### src/rtl/rtx_pkg.sv
package rtx_pkg;

  typedef enum logic [2:0] {
    PH_IDLE  = 3'd0,
    PH_WAIT  = 3'd1,
    PH_ARM   = 3'd2,
    PH_SEND  = 3'd3,
    PH_DRAIN = 3'd4
  } phase_e;

  // Silent interval required between frames, in microseconds
  function automatic int frame_gap_us(input int baud);
    return (baud <= 19200) ? (38500000 / baud) : 1750;
  endfunction

  // Receive timeout already elapsed when a request is accepted, in microseconds
  function automatic int rx_timeout_us(input int baud);
    return (baud <= 19200) ? (16500000 / baud) : 750;
  endfunction

  // One byte step of the reflected 0xA001 checksum
  function automatic logic [15:0] crc16_byte(input logic [15:0] c, input logic [7:0] b);
    logic [15:0] r;
    r = c ^ {8'h00, b};
    for (int i = 0; i < 8; i++) begin
      r = r[0] ? ((r >> 1) ^ 16'hA001) : (r >> 1);
    end
    return r;
  endfunction

endpackage

### src/rtl/rtx_gap_timer.sv
module rtx_gap_timer #(
  parameter int CNT_W    = 18,
  parameter int LOAD_CYC = 1000
) (
  input  logic             clk,
  input  logic             rst_n,
  input  logic             load,
  output logic [CNT_W-1:0] left
);

  logic [CNT_W-1:0] cnt_q;
  logic [CNT_W-1:0] cnt_d;
  logic             cnt_en;

  assign cnt_en = load || (cnt_q != '0);

  always_comb begin
    cnt_d = cnt_q;
    if (load) begin
      cnt_d = CNT_W'(LOAD_CYC);
    end else if (cnt_q != '0) begin
      cnt_d = cnt_q - CNT_W'(1);
    end
  end

  always_ff @(posedge clk or negedge rst_n) begin
    if (!rst_n) begin
      cnt_q <= '0;
    end else if (cnt_en) begin
      cnt_q <= cnt_d;
    end
  end

  assign left = cnt_q;

  AST_GAP_RELOAD: assert property (@(posedge clk) disable iff (!rst_n)
    load |=> (left == CNT_W'(LOAD_CYC)));

  AST_GAP_COUNTDOWN: assert property (@(posedge clk) disable iff (!rst_n)
    (!load && (left != '0)) |=> (left == ($past(left) - CNT_W'(1))));

endmodule

### src/rtl/rtx_crc_acc.sv
module rtx_crc_acc (
  input  logic        clk,
  input  logic        rst_n,
  input  logic        clr,
  input  logic        en,
  input  logic [7:0]  din,
  output logic [15:0] crc
);

  logic [15:0] crc_q;
  logic [15:0] crc_d;

  always_comb begin
    crc_d = crc_q;
    if (clr) begin
      crc_d = 16'hFFFF;
    end else if (en) begin
      crc_d = rtx_pkg::crc16_byte(crc_q, din);
    end
  end

  always_ff @(posedge clk or negedge rst_n) begin
    if (!rst_n) begin
      crc_q <= 16'hFFFF;
    end else if (clr || en) begin
      crc_q <= crc_d;
    end
  end

  assign crc = crc_q;

  AST_CRC_SEED: assert property (@(posedge clk) disable iff (!rst_n)
    clr |=> (crc == 16'hFFFF));

endmodule

### src/rtl/rtx_sequencer.sv
module rtx_sequencer
  import rtx_pkg::*;
#(
  parameter int LEN_W = 8,
  parameter int CNT_W = 18
) (
  input  logic             clk,
  input  logic             rst_n,
  input  logic             reply_ready,
  input  logic [LEN_W-1:0] reply_len,
  input  logic             gap_start,
  input  logic [CNT_W-1:0] gap_left,
  input  logic             tx_empty,
  input  logic             tx_complete,
  input  logic [7:0]       rd_data,
  input  logic [15:0]      crc,
  output logic [LEN_W-1:0] rd_addr,
  output logic [7:0]       tx_data,
  output logic             tx_wr,
  output logic             drv_en,
  output logic             done,
  output logic             rx_en,
  output logic             crc_clr,
  output logic             crc_en
);

  localparam int IDX_W = LEN_W + 1;

  phase_e           ph_q, ph_d;
  logic [IDX_W-1:0] idx_q, idx_d;
  logic [LEN_W-1:0] len_q, len_d;
  logic             done_q, done_d;
  logic             rx_en_q, rx_en_d;

  logic             accept;
  logic             in_payload;
  logic             last_byte;
  logic             gap_long;

  assign accept     = (ph_q == PH_IDLE) && reply_ready;
  assign in_payload = idx_q < {1'b0, len_q};
  assign last_byte  = idx_q == ({1'b0, len_q} + IDX_W'(1));
  assign gap_long   = gap_left > CNT_W'(1);

  // Next-state logic
  always_comb begin
    ph_d  = ph_q;
    idx_d = idx_q;
    len_d = len_q;
    unique case (ph_q)
      PH_IDLE: begin
        if (reply_ready) begin
          len_d = reply_len;
          ph_d  = (gap_start || gap_long) ? PH_WAIT : PH_ARM;
        end
      end
      PH_WAIT: begin
        if (!gap_start && !gap_long) ph_d = PH_ARM;
      end
      PH_ARM: begin
        idx_d = '0;
        ph_d  = PH_SEND;
      end
      PH_SEND: begin
        if (tx_empty) begin
          idx_d = idx_q + IDX_W'(1);
          if (last_byte) ph_d = PH_DRAIN;
        end
      end
      PH_DRAIN: begin
        if (tx_complete) ph_d = PH_IDLE;
      end
      default: ph_d = PH_IDLE;
    endcase
  end

  always_comb begin
    done_d  = (ph_q == PH_DRAIN) && tx_complete;
    rx_en_d = rx_en_q;
    if (gap_start || accept) begin
      rx_en_d = 1'b0;
    end else if (done_d) begin
      rx_en_d = 1'b1;
    end
  end

  // Registers
  always_ff @(posedge clk or negedge rst_n) begin
    if (!rst_n) begin
      ph_q    <= PH_IDLE;
      idx_q   <= '0;
      len_q   <= '0;
      done_q  <= 1'b0;
      rx_en_q <= 1'b1;
    end else begin
      ph_q    <= ph_d;
      done_q  <= done_d;
      rx_en_q <= rx_en_d;
      if ((ph_q == PH_ARM) || (ph_q == PH_SEND)) idx_q <= idx_d;
      if (accept) len_q <= len_d;
    end
  end

  // Outputs
  assign drv_en  = (ph_q == PH_ARM) || (ph_q == PH_SEND) || (ph_q == PH_DRAIN);
  assign tx_wr   = (ph_q == PH_SEND) && tx_empty;
  assign rd_addr = idx_q[LEN_W-1:0];
  assign crc_clr = (ph_q == PH_ARM);
  assign crc_en  = tx_wr && in_payload;
  assign done    = done_q;
  assign rx_en   = rx_en_q;

  always_comb begin
    if (in_payload) begin
      tx_data = rd_data;
    end else if (idx_q == {1'b0, len_q}) begin
      tx_data = crc[7:0];
    end else begin
      tx_data = crc[15:8];
    end
  end

  AST_ARM_AFTER_GAP: assert property (@(posedge clk) disable iff (!rst_n)
    (ph_q == PH_ARM) |-> (gap_left == '0));

  AST_DRV_BEFORE_WR: assert property (@(posedge clk) disable iff (!rst_n)
    $rose(drv_en) |-> !tx_wr);

  AST_DONE_SINGLE: assert property (@(posedge clk) disable iff (!rst_n)
    done |=> !done);

  AST_RELEASE_WITH_DONE: assert property (@(posedge clk) disable iff (!rst_n)
    $fell(drv_en) |-> done);

  AST_RX_QUIET: assert property (@(posedge clk) disable iff (!rst_n)
    drv_en |-> !rx_en);

endmodule

### src/rtl/rs485_reply_tx.sv
module rs485_reply_tx #(
  parameter int BAUD       = 19200,
  parameter int CLK_PER_US = 125,
  parameter int LEN_W      = 8
) (
  input  logic             clk,
  input  logic             rst_n,
  input  logic             gap_start,
  input  logic             reply_ready,
  input  logic [LEN_W-1:0] reply_len,
  output logic [LEN_W-1:0] rd_addr,
  input  logic [7:0]       rd_data,
  input  logic             tx_empty,
  input  logic             tx_complete,
  output logic             drv_en,
  output logic [7:0]       tx_data,
  output logic             tx_wr,
  output logic             done,
  output logic             rx_en
);

  localparam int GAP_US   = rtx_pkg::frame_gap_us(BAUD);
  localparam int RXTO_US  = rtx_pkg::rx_timeout_us(BAUD);
  localparam int LOAD_US  = (GAP_US > RXTO_US) ? (GAP_US - RXTO_US) : 1;
  localparam int LOAD_CYC = LOAD_US * CLK_PER_US;
  localparam int CNT_W    = $clog2(LOAD_CYC + 1);

  // Reset: asserted asynchronously, released on the clock
  logic [1:0] rst_sync_q;
  logic       rst_int_n;

  always_ff @(posedge clk or negedge rst_n) begin
    if (!rst_n) begin
      rst_sync_q <= 2'b00;
    end else begin
      rst_sync_q <= {rst_sync_q[0], 1'b1};
    end
  end

  assign rst_int_n = rst_sync_q[1];

  logic [CNT_W-1:0] gap_left;
  logic [15:0]      crc;
  logic             crc_clr;
  logic             crc_en;

  rtx_gap_timer #(
    .CNT_W    (CNT_W),
    .LOAD_CYC (LOAD_CYC)
  ) u_gap (
    .clk   (clk),
    .rst_n (rst_int_n),
    .load  (gap_start),
    .left  (gap_left)
  );

  rtx_crc_acc u_crc (
    .clk   (clk),
    .rst_n (rst_int_n),
    .clr   (crc_clr),
    .en    (crc_en),
    .din   (rd_data),
    .crc   (crc)
  );

  rtx_sequencer #(
    .LEN_W (LEN_W),
    .CNT_W (CNT_W)
  ) u_seq (
    .clk         (clk),
    .rst_n       (rst_int_n),
    .reply_ready (reply_ready),
    .reply_len   (reply_len),
    .gap_start   (gap_start),
    .gap_left    (gap_left),
    .tx_empty    (tx_empty),
    .tx_complete (tx_complete),
    .rd_data     (rd_data),
    .crc         (crc),
    .rd_addr     (rd_addr),
    .tx_data     (tx_data),
    .tx_wr       (tx_wr),
    .drv_en      (drv_en),
    .done        (done),
    .rx_en       (rx_en),
    .crc_clr     (crc_clr),
    .crc_en      (crc_en)
  );

endmodule

### config.mk
export PLATFORM = sky130hd
export DESIGN_NAME = rs485_reply_tx
export DESIGN_NICKNAME = d
export VERILOG_FILES = /design/src/rtl/rtx_pkg.sv /design/src/rtl/rtx_gap_timer.sv /design/src/rtl/rtx_crc_acc.sv /design/src/rtl/rtx_sequencer.sv /design/src/rtl/rs485_reply_tx.sv
export SDC_FILE = /design/constraint.sdc
export NUM_CORES = 1
export LEC_CHECK = 0
export ABC_AREA = 1
export BUFFER_PORTS_ARGS = -buffer_cell sky130_fd_sc_hd__buf_2
export CAP_MARGIN = 10
export CORE_MARGIN = 5
export CORE_UTILIZATION = 45
export CTS_CLUSTER_SIZE = 12
export DETAILED_ROUTE_END_ITERATION = 10
export PLACE_DENSITY = 0.7
export SLEW_MARGIN = 20
export SYNTH_ARGS = -nofsm -noshare
export SYNTH_HDL_FRONTEND = slang
export SYNTH_SLANG_ARGS = --single-unit
### constraint.sdc
create_clock -name clk -period 2.3 [get_ports clk]
set_input_delay 0.115 -clock clk [delete_from_list [all_inputs] [get_ports clk]]
set_output_delay 0.115 -clock clk [all_outputs]
set_load 0.02 [all_outputs]
======== Word level (Yosys, flattened, before mapping) ========
Cells that the tools add are included.
storage, ports and cells
  bits in registers ....................... 58
  bits of input ports ..................... 22
  output and inout port bits .............. 20
  word-level logic and storage cells ...... 82
operators by class
  add/sub/neg operators ................... 3
  order comparisons ....................... 2
  eq/ne operators ......................... 11
  multiplexer cells ....................... 25
  bitwise operators ....................... 9
  reduce and logical (&&, ||, !) cells .... 24
operators by type and width
  kind                     count
  $mux W16                 10
  $mux W18                 2
  $not A2 Y3               8
  $gt A18 B1 Y1 const B    1
  $pmux W9 S2              1
  $reduce_bool A18 Y1      1
  $sub A18 B1 Y18 const B  1
  $mux W8                  2
  $xor A16 B8 Y16          1
  $mux W3                  5
  $pmux W3 S5              1
  $add A8 B1 Y9 const B    1
  $add A9 B1 Y9 const B    1
  $eq A9 B8 Y1             1
  $eq A9 B9 Y1             1
  $lt A9 B8 Y1             1
  $mux W9                  1
  $reduce_bool A2 Y1       4
  $eq A3 B2 Y1 const B     2
  $logic_or A1 B1 Y1       6
  $ne A2 B2 Y1 const B     3
  $reduce_and A3 Y1        2
  $logic_and A1 B1 Y1      5
  $reduce_and A5 Y1        1
  other kinds (8)          12

======== Logic depth before layout (Yosys ltp) ========
Gate-level depths: netlist of run 1.
  depth in word-level cells ............... 19
  depth in mapped cells ................... 15
  mapped depth without buffers ............ 15

======== Cells and area by module ========
Synthesis of run 1 repeated with hierarchy kept, for this count alone.
second synthesis, totals
  cell total of the unflattened synthesis .. 581
  area, all modules ....................... 4207.8 um^2
modules (own cells, without submodules)
  module          instances  cells an instance  area an instance (um^2)
  rtx_sequencer   1          270                1874.3
  rtx_gap_timer   1          165                1226.2
  rtx_crc_acc     1          143                1053.5
  rs485_reply_tx  1          3                  53.8

======== Worst setup path after synthesis of run 1 ========
Ideal clock, no wire load.
  kind .................................... register to output
  from .................................... register u_seq.idx_q[6]
  to ...................................... output tx_data[1]
  data arrival time ....................... 1.991 ns
  slack ................................... 0.194 ns
  stages on the path, launching flop included .. 7
  path through ............................ dfrtp_1 -> ha_1 -> a21o_1 -> a211oi_2 -> nand3_2 -> clkbuf_1 -> o21ai_0
between the ends
  cells in the longest elaborated chain, start to end .. 3
RTL lines
  element                                                               RTL line              RTL
  start: declaration                                                    rtx_sequencer.sv:30   logic [IDX_W-1:0] idx_q, idx_d;
  start signal: assignment                                              rtx_sequencer.sv:99   if ((ph_q == PH_ARM) || (ph_q == PH_SEND)) idx_q <= idx_d;
  parallel branches: the longest is 2 deep, another holds $lt A9 B8 Y1  n/a
  $mux W8 *                                                             rtx_sequencer.sv:114  if (in_payload) begin
  end: declaration                                                      rs485_reply_tx.sv:16  output logic [7:0] tx_data,
Mark *: on every way between the ends.

======== Final worst setup path of run 1 ========
  from .................................... register u_seq.len_q[2]
  to ...................................... output tx_data[5]
between the ends
  cells in the longest elaborated chain, start to end .. 3
RTL lines
  element                                                               RTL line              RTL
  start: declaration                                                    rtx_sequencer.sv:31   logic [LEN_W-1:0] len_q, len_d;
  start signal: assignment                                              rtx_sequencer.sv:100  if (accept) len_q <= len_d;
  parallel branches: the longest is 2 deep, another holds $lt A9 B8 Y1  n/a
  $mux W8 *                                                             rtx_sequencer.sv:114
Marked as above.

==> flow_summary.yaml, run 1 <==
setup_path:
  critPathLaunchType: "flop"
  worstPathArrival_ns: 2.23
  r2r_cells: 10
  critical_path_required_ns: 2.18
  worstReg2RegEnd: "u_crc.crc[2]"
  critPathKind: "reg2out"
  crit_path_end: "tx_data[5]"
  r2r-start: "u_seq.len_q[6]"
  cp-end-kind: "primary output"
  startpoint: "u_seq.len_q[2]"
  rrSetupSlack_ns: 0.15
  critPathMaxStageDelay_ns: 0.37
  crit_slowest_cell: "dfrtp_1"
  crit_fanout: 8
  crit_chain: "inv_2, ha_4, nand2_4, nor4_4, nand4_1, buf_6, o21ai_2, nand2_1, o21ai_1, buf_4"
placement:
  dp_hpwl_um: 6790
  io_buffers: 41
  dp.cells: 671
  dpl_worst_slack_ns: 0.210
  routabilityCongestion: 0.909
logic_synthesis:
  synth-edff-count: 0
  syn_area_um2: 3830
  synth_top_area_share_pct: 26.8
  synthArstFlopShare_pct: 100
  synthesis.nets: 564
  synth_warnings: 0
  ys_ff_latch: 58
  synthCells: 529
  seq_area_frac_synth_pct: 38.4
  yosys-top-cells-area: "dfrtp_1, nand2_1, dfstp_2"
  syn_avg_cell_area_um2: 7.24
  yosysTopAreaCell: "dfrtp_1"
  synth_cell_type_count: 43
  synth_ff_type: "dfrtp_1"
cts:
  cts_root_buf: "clkbuf_8"
  clockBufferDepth: 2
  htreeDepth: 3
  cts_tree: "yes"
  cts_sinks: 58
  cts_buffers: 9
  clk_latency_ns: 0.34
  path_clk_slew_ns: 0.07
layout:
  stdcell_count: 702
  drive_gt1_share_pct: 24.0
  fin_util_pct: 56.4
  syn2layout_area_growth_pct: 21.6
  num-fill-cells: 768
  final_cell_mix: "nand2_1, inv_1, nor2_1"
  final_nets: 627
  insertedDiodeCount: 0
  mostFrequentLayoutCell: "nand2_1"
timing:
  fin_crit_sh_pct: 102
  finalHoldViolCount: 0
  fin_skew_ns: 0.00722
  worst_slew_pin_slew_ns: 0.644
  fin_ws_ns: -0.0411
  fmax_mhz: 427
  rsz0062_at_grt: "true"
  finalMaxSlewViolations: 0
  setup_viol_count_final: 6
  slew_headroom_pct: 57.0
  min_period_ns: 2.34
global_routing:
  grt_antenna_before_repair: 0
  grt_max_degree: 31
  grt_pass1_wl_um: 15700
  grtUsageTotal_pct: 18.7
  gr-total-overflow: 0
  grt_pass1_vias: 3503
drt:
  wirelength_um: 9140
  drt_pre_antenna_iters: 5
  drtIter0Drc: 163
  wl_per_cell_um: 13.0
  drc: 0
  ant_nets: 0
  dr_total_vias: 3672
  viasPerCell: 5.23
floorplan:
  die_w_um: 102
  die_area_um2: 10500
  core_um2: 8260
  initial_core_util_pct: 46.4
  io_pins: 42
  num_rows: 33
  die_y_um: 102
pwr:
  irDropWorstVdd_mv: 0.650
  leakage_nw: 2.44
  power_density_nw_per_um2: 1020
outcome:
  failed_checks: "negative setup slack"
  status: "finished, violations left"
min_path:
  min_path_type: "in2reg"
flow_run:
  maxCapViolations: 0
-- cells in the mapped netlist, types with 2 or more instances --
master and number:
o211a_1 2, inv_1 82, dfstp_2 17, clkbuf_1 3
buf_4 8, o31ai_1 2, a211oi_1 3, xnor2_1 3
nand3_2 2, buf_2 3, ha_1 13, or2_2 2
nor2_2 2, dfrtp_1 41, inv_2 7, nor4_1 3
nor2_4 4, nor3_1 10, nand2_1 136, nand4_1 8
nand3_1 28, a21oi_1 25, o21ai_1 12, o21ai_0 23
xor2_1 12, a22oi_1 12, nor2_1 50
-- cells by family (layout without fill, tap and decap cells) --
family,count (synthesis),in the layout,synth area share (%)
DFF,58,58,38.4
other,1,1,0.0979
adders and majority gates,13,13,4.25
xor gates and xnor gates,15,15,3.43
muxes,1,1,0.294
AOI/OAI and AO/OA,85,85,13.0
buffers and inverters,103,171,11.0
and+or+nand+nor,253,253,29.5
-- worst min path at each step --
stage                            start              to  slack (ns)  depth (start not counted)
after global placement           rst_n   rst_sync_q[0]        -0.1                          1
after global routing      reply_len[2]  u_seq.len_q[2]        0.02                          3
final                     reply_len[6]  u_seq.len_q[6]        0.02                          3
after floorplan                  rst_n   rst_sync_q[0]       -0.18                          0
after detailed placement         rst_n   rst_sync_q[0]        -0.1                          1
after CTS                  tx_complete      u_seq.done       0.008                          3
-- metrics by stage --
| step | total power [W] | instance area [um^2] | setup TNS (ns) | hold slack (ns) |
|---|---|---|---|---|
| final | 0.00475 | 4660 | -0.186 | 0.0153 |
| after CTS | 0.00464 | 4560 | -0.363 | 0.00786 |
| after global routing | 0.00512 | 4660 | -1.30 | 0.0181 |
| after floorplan | 0.00289 | 3830 | 0 | -0.181 |
| after global placement | 0.00327 | 4160 | 0 | -0.0996 |
| after detailed placement | 0.00333 | 4160 | 0 | -0.0986 |
-- per-layer routing --
layer	share of wire [%]	up-vias	track usage (%)
met3	7.2	20	5.05
met2	47	121	30.1
met4	1.7	0	6.46
li1	-	1827	-
met5	0	-	0
met1	44	1704	24.4
-- state kept, by name, indices dropped and copies added (netlist names) --
signal,cells
rst_sync_q,2
u_seq.ph_q,3
u_gap.left,18
u_seq.len_q,8
u_seq.done,1
u_seq.idx_q,9
u_crc.crc,16
u_seq.rx_en,1
-- area by class of cell --
class | instances | area, um^2 | share of cell area, %
multi-input combinational | 368 | 2040 | 43.9
sequential | 58 | 1480 | 31.7
timing repair buffer | 66 | 434 | 9.32
inverter | 89 | 334 | 7.17
clock buffer | 12 | 165 | 3.55
tap | 105 | 131 | 2.82
clock inverter | 4 | 72.6 | 1.56
-- power breakdown --
part | switching (W) | leakage (nW) | internal [W]
clock | 0.000427 | 0.119 | 0.000697
combinational | 0.00131 | 1.65 | 0.000812
sequential | 0.000203 | 0.666 | 0.00131
-- critical path: cells and delay by family, from the launching register on --
| family | cells | cell delay (ns) |
|---|---|---|
| AOI/OAI and AO/OA | 2 | 0.21 |
| buffers and inverters | 3 | 0.44 |
| adders and majority gates | 1 | 0.28 |
| DFF | 1 | 0.37 |
| and+or+nand+nor | 4 | 0.59 |
-- what timing repair did --
action,in CTS,in global routing
hold buffers,2,0
cloned,1,0
gates resized for setup,22,19
pin swaps,5,8
endpoints found under the setup margin,8,8
buffers inserted,8,4
endpoints found under the hold margin,3,0
No activity file was read; power rests on OpenSTA's default activity.
==> inputs of run 2 (changes only) <==
Settings changed: ABC_CLOCK_PERIOD_IN_PS from default to 2300, PLACE_DENSITY 0.7 to 0.71, TNS_END_PERCENT from default to 20.
==> run 2 against run 1 <==
Compared with the run above: the flow now finishes without violations; utilization down 2.0 points; clock skew grew 0.0062 ns; sequential share of layout area rose by 1.2 points; largest power group unchanged.
==> flow_summary.yaml, run 2 (synthesis results as in run 1) <==
drt:
  ant_nets: 0
  viasPerCell: 5.14
  drt_pre_antenna_iters: 4
  drc: 0
  dr_total_vias: 3577
  drtIter0Drc: 161
  wl_per_cell_um: 13.0
  wirelength_um: 9020
timing:
  finalHoldViolCount: 0
  fmax_mhz: 445
  min_period_ns: 2.25
  fin_crit_sh_pct: 97.7
  rsz0062_at_grt: "true"
  fin_skew_ns: 0.0134
  finalMaxSlewViolations: 0
  setup_viol_count_final: 0
layout:
  stdcell_count: 696
  num-fill-cells: 794
  drive_gt1_share_pct: 20.8
  final_nets: 621
  final_cell_mix: "nand2_1, inv_1, nor2_1"
  largest_register_ffs: 18
  insertedDiodeCount: 0
  mostFrequentLayoutCell: "nand2_1"
  syn2layout_area_growth_pct: 17.2
global_routing:
  gr-total-overflow: 0
  grt_pass1_vias: 3379
  grt_antenna_before_repair: 0
  grtUsageTotal_pct: 18.0
  grt_pass1_wl_um: 14900
  grt_max_degree: 44
cts:
  cts_buffers: 9
  clk_latency_ns: 0.35
  path_clk_slew_ns: 0.07
  cts_tree: "yes"
  cts_root_buf: "clkbuf_8"
  clockBufferDepth: 2
  cts_sinks: 58
  htreeDepth: 3
floorplan:
  core_um2: 8260
  die_area_um2: 10500
  die_w_um: 102
  die_y_um: 102
  io_pins: 42
  num_rows: 33
  initial_core_util_pct: 46.4
setup_path:
  worstPathArrival_ns: 2.13
  crit_fanout: 15
  critical_path_required_ns: 2.18
  critPathKind: "reg2out"
  critPathLaunchType: "flop"
  cp-end-kind: "primary output"
pwr:
  power.total_w: 0.00431
  leakage_nw: 2.37
  irDropWorstVdd_mv: 0.602
  power_density_nw_per_um2: 960
outcome:
  status: "finished, final reports clean"
flow_run:
  maxCapViolations: 0
placement:
  io_buffers: 41
  routabilityCongestion: 0.894
  dp.cells: 670
  dp_hpwl_um: 6670
min_path:
  min_path_type: "in2reg"
-- run 2: worst paths after layout --
path                           startpoint        endpoint  slack (ns)  cells after the start
setup / recovery           u_seq.len_q[6]      tx_data[6]        0.05                      8
hold / removal               reply_len[4]  u_seq.len_q[4]        0.01                      3
setup reg to reg           u_seq.len_q[6]   u_crc.crc[11]        0.16                     10
hold reg to reg             rst_sync_q[1]  u_seq.len_q[3]        0.17                      0
max in group asynchronous   rst_sync_q[1]    u_crc.crc[0]        1.52                      1
min in group asynchronous           rst_n   rst_sync_q[1]        0.08                      2
-- run 2: stage by stage --
| step | TNS, ns | setup slack, ns | instance area, um^2 | utilization [%] | hold slack [ns] |
|---|---|---|---|---|---|
| detailed placement | 0 | 0.249 | 4160 | 50.4 | -0.0975 |
| global route | -0.445 | -0.0718 | 4490 | 54.4 | 0.0256 |
| finish | 0 | 0.0535 | 4490 | 54.4 | 0.0131 |
| floorplan | 0 | 0.194 | 3830 | - | -0.181 |
| CTS | -0.0330 | -0.0262 | 4410 | 53.3 | 0.00105 |
| global placement | 0 | 0.296 | 4160 | 50.4 | -0.0998 |
-- run 2: critical path, stage by stage, from the launching register on --
cell and delay, ns:
dfrtp_1 0.39, inv_2 0.07, ha_1 0.31, a21o_1 0.20, a211oi_2 0.20, nand3_2 0.12
buf_6 0.16, o21ai_0 0.14, buf_2 0.18
-- run 2: routing by layer --
layer | vias to the layer above | part of all wire [%] | global-route usage [%]
li1 | 1805 | - | -
met1 | 1659 | 44 | 22.3
met2 | 98 | 48 | 30.7
met3 | 15 | 6.3 | 4.64
met4 | 0 | 1.8 | 5.95
met5 | - | 0 | 0
-- run 2: power by group --
part	switching, W	total [W]	internal (W)
Sequential	0.000205	0.00151	0.00131
Combinational	0.00126	0.00199	0.000733
Clock	0.000399	0.000814	0.000416
-- run 2: repair_timing --
action                     4_1_cts  5_1_grt
pin swaps                        0        1
hold endpoints to repair         5        0
setup buffers                    3        3
setup endpoints to repair        8        9
resized for setup                5       18
hold buffers                     4        0
-- run 2: layout make-up --
class,instances,area [um^2],share of cell area (%)
flip-flops and latches,58,1480,32.9
inverters,89,334,7.44
repair buffers,60,397,8.83
clock buffers,13,149,3.31
clock inverters,3,15.0,0.334
multi-input cells,368,1990,44.3
well taps,105,131,2.92
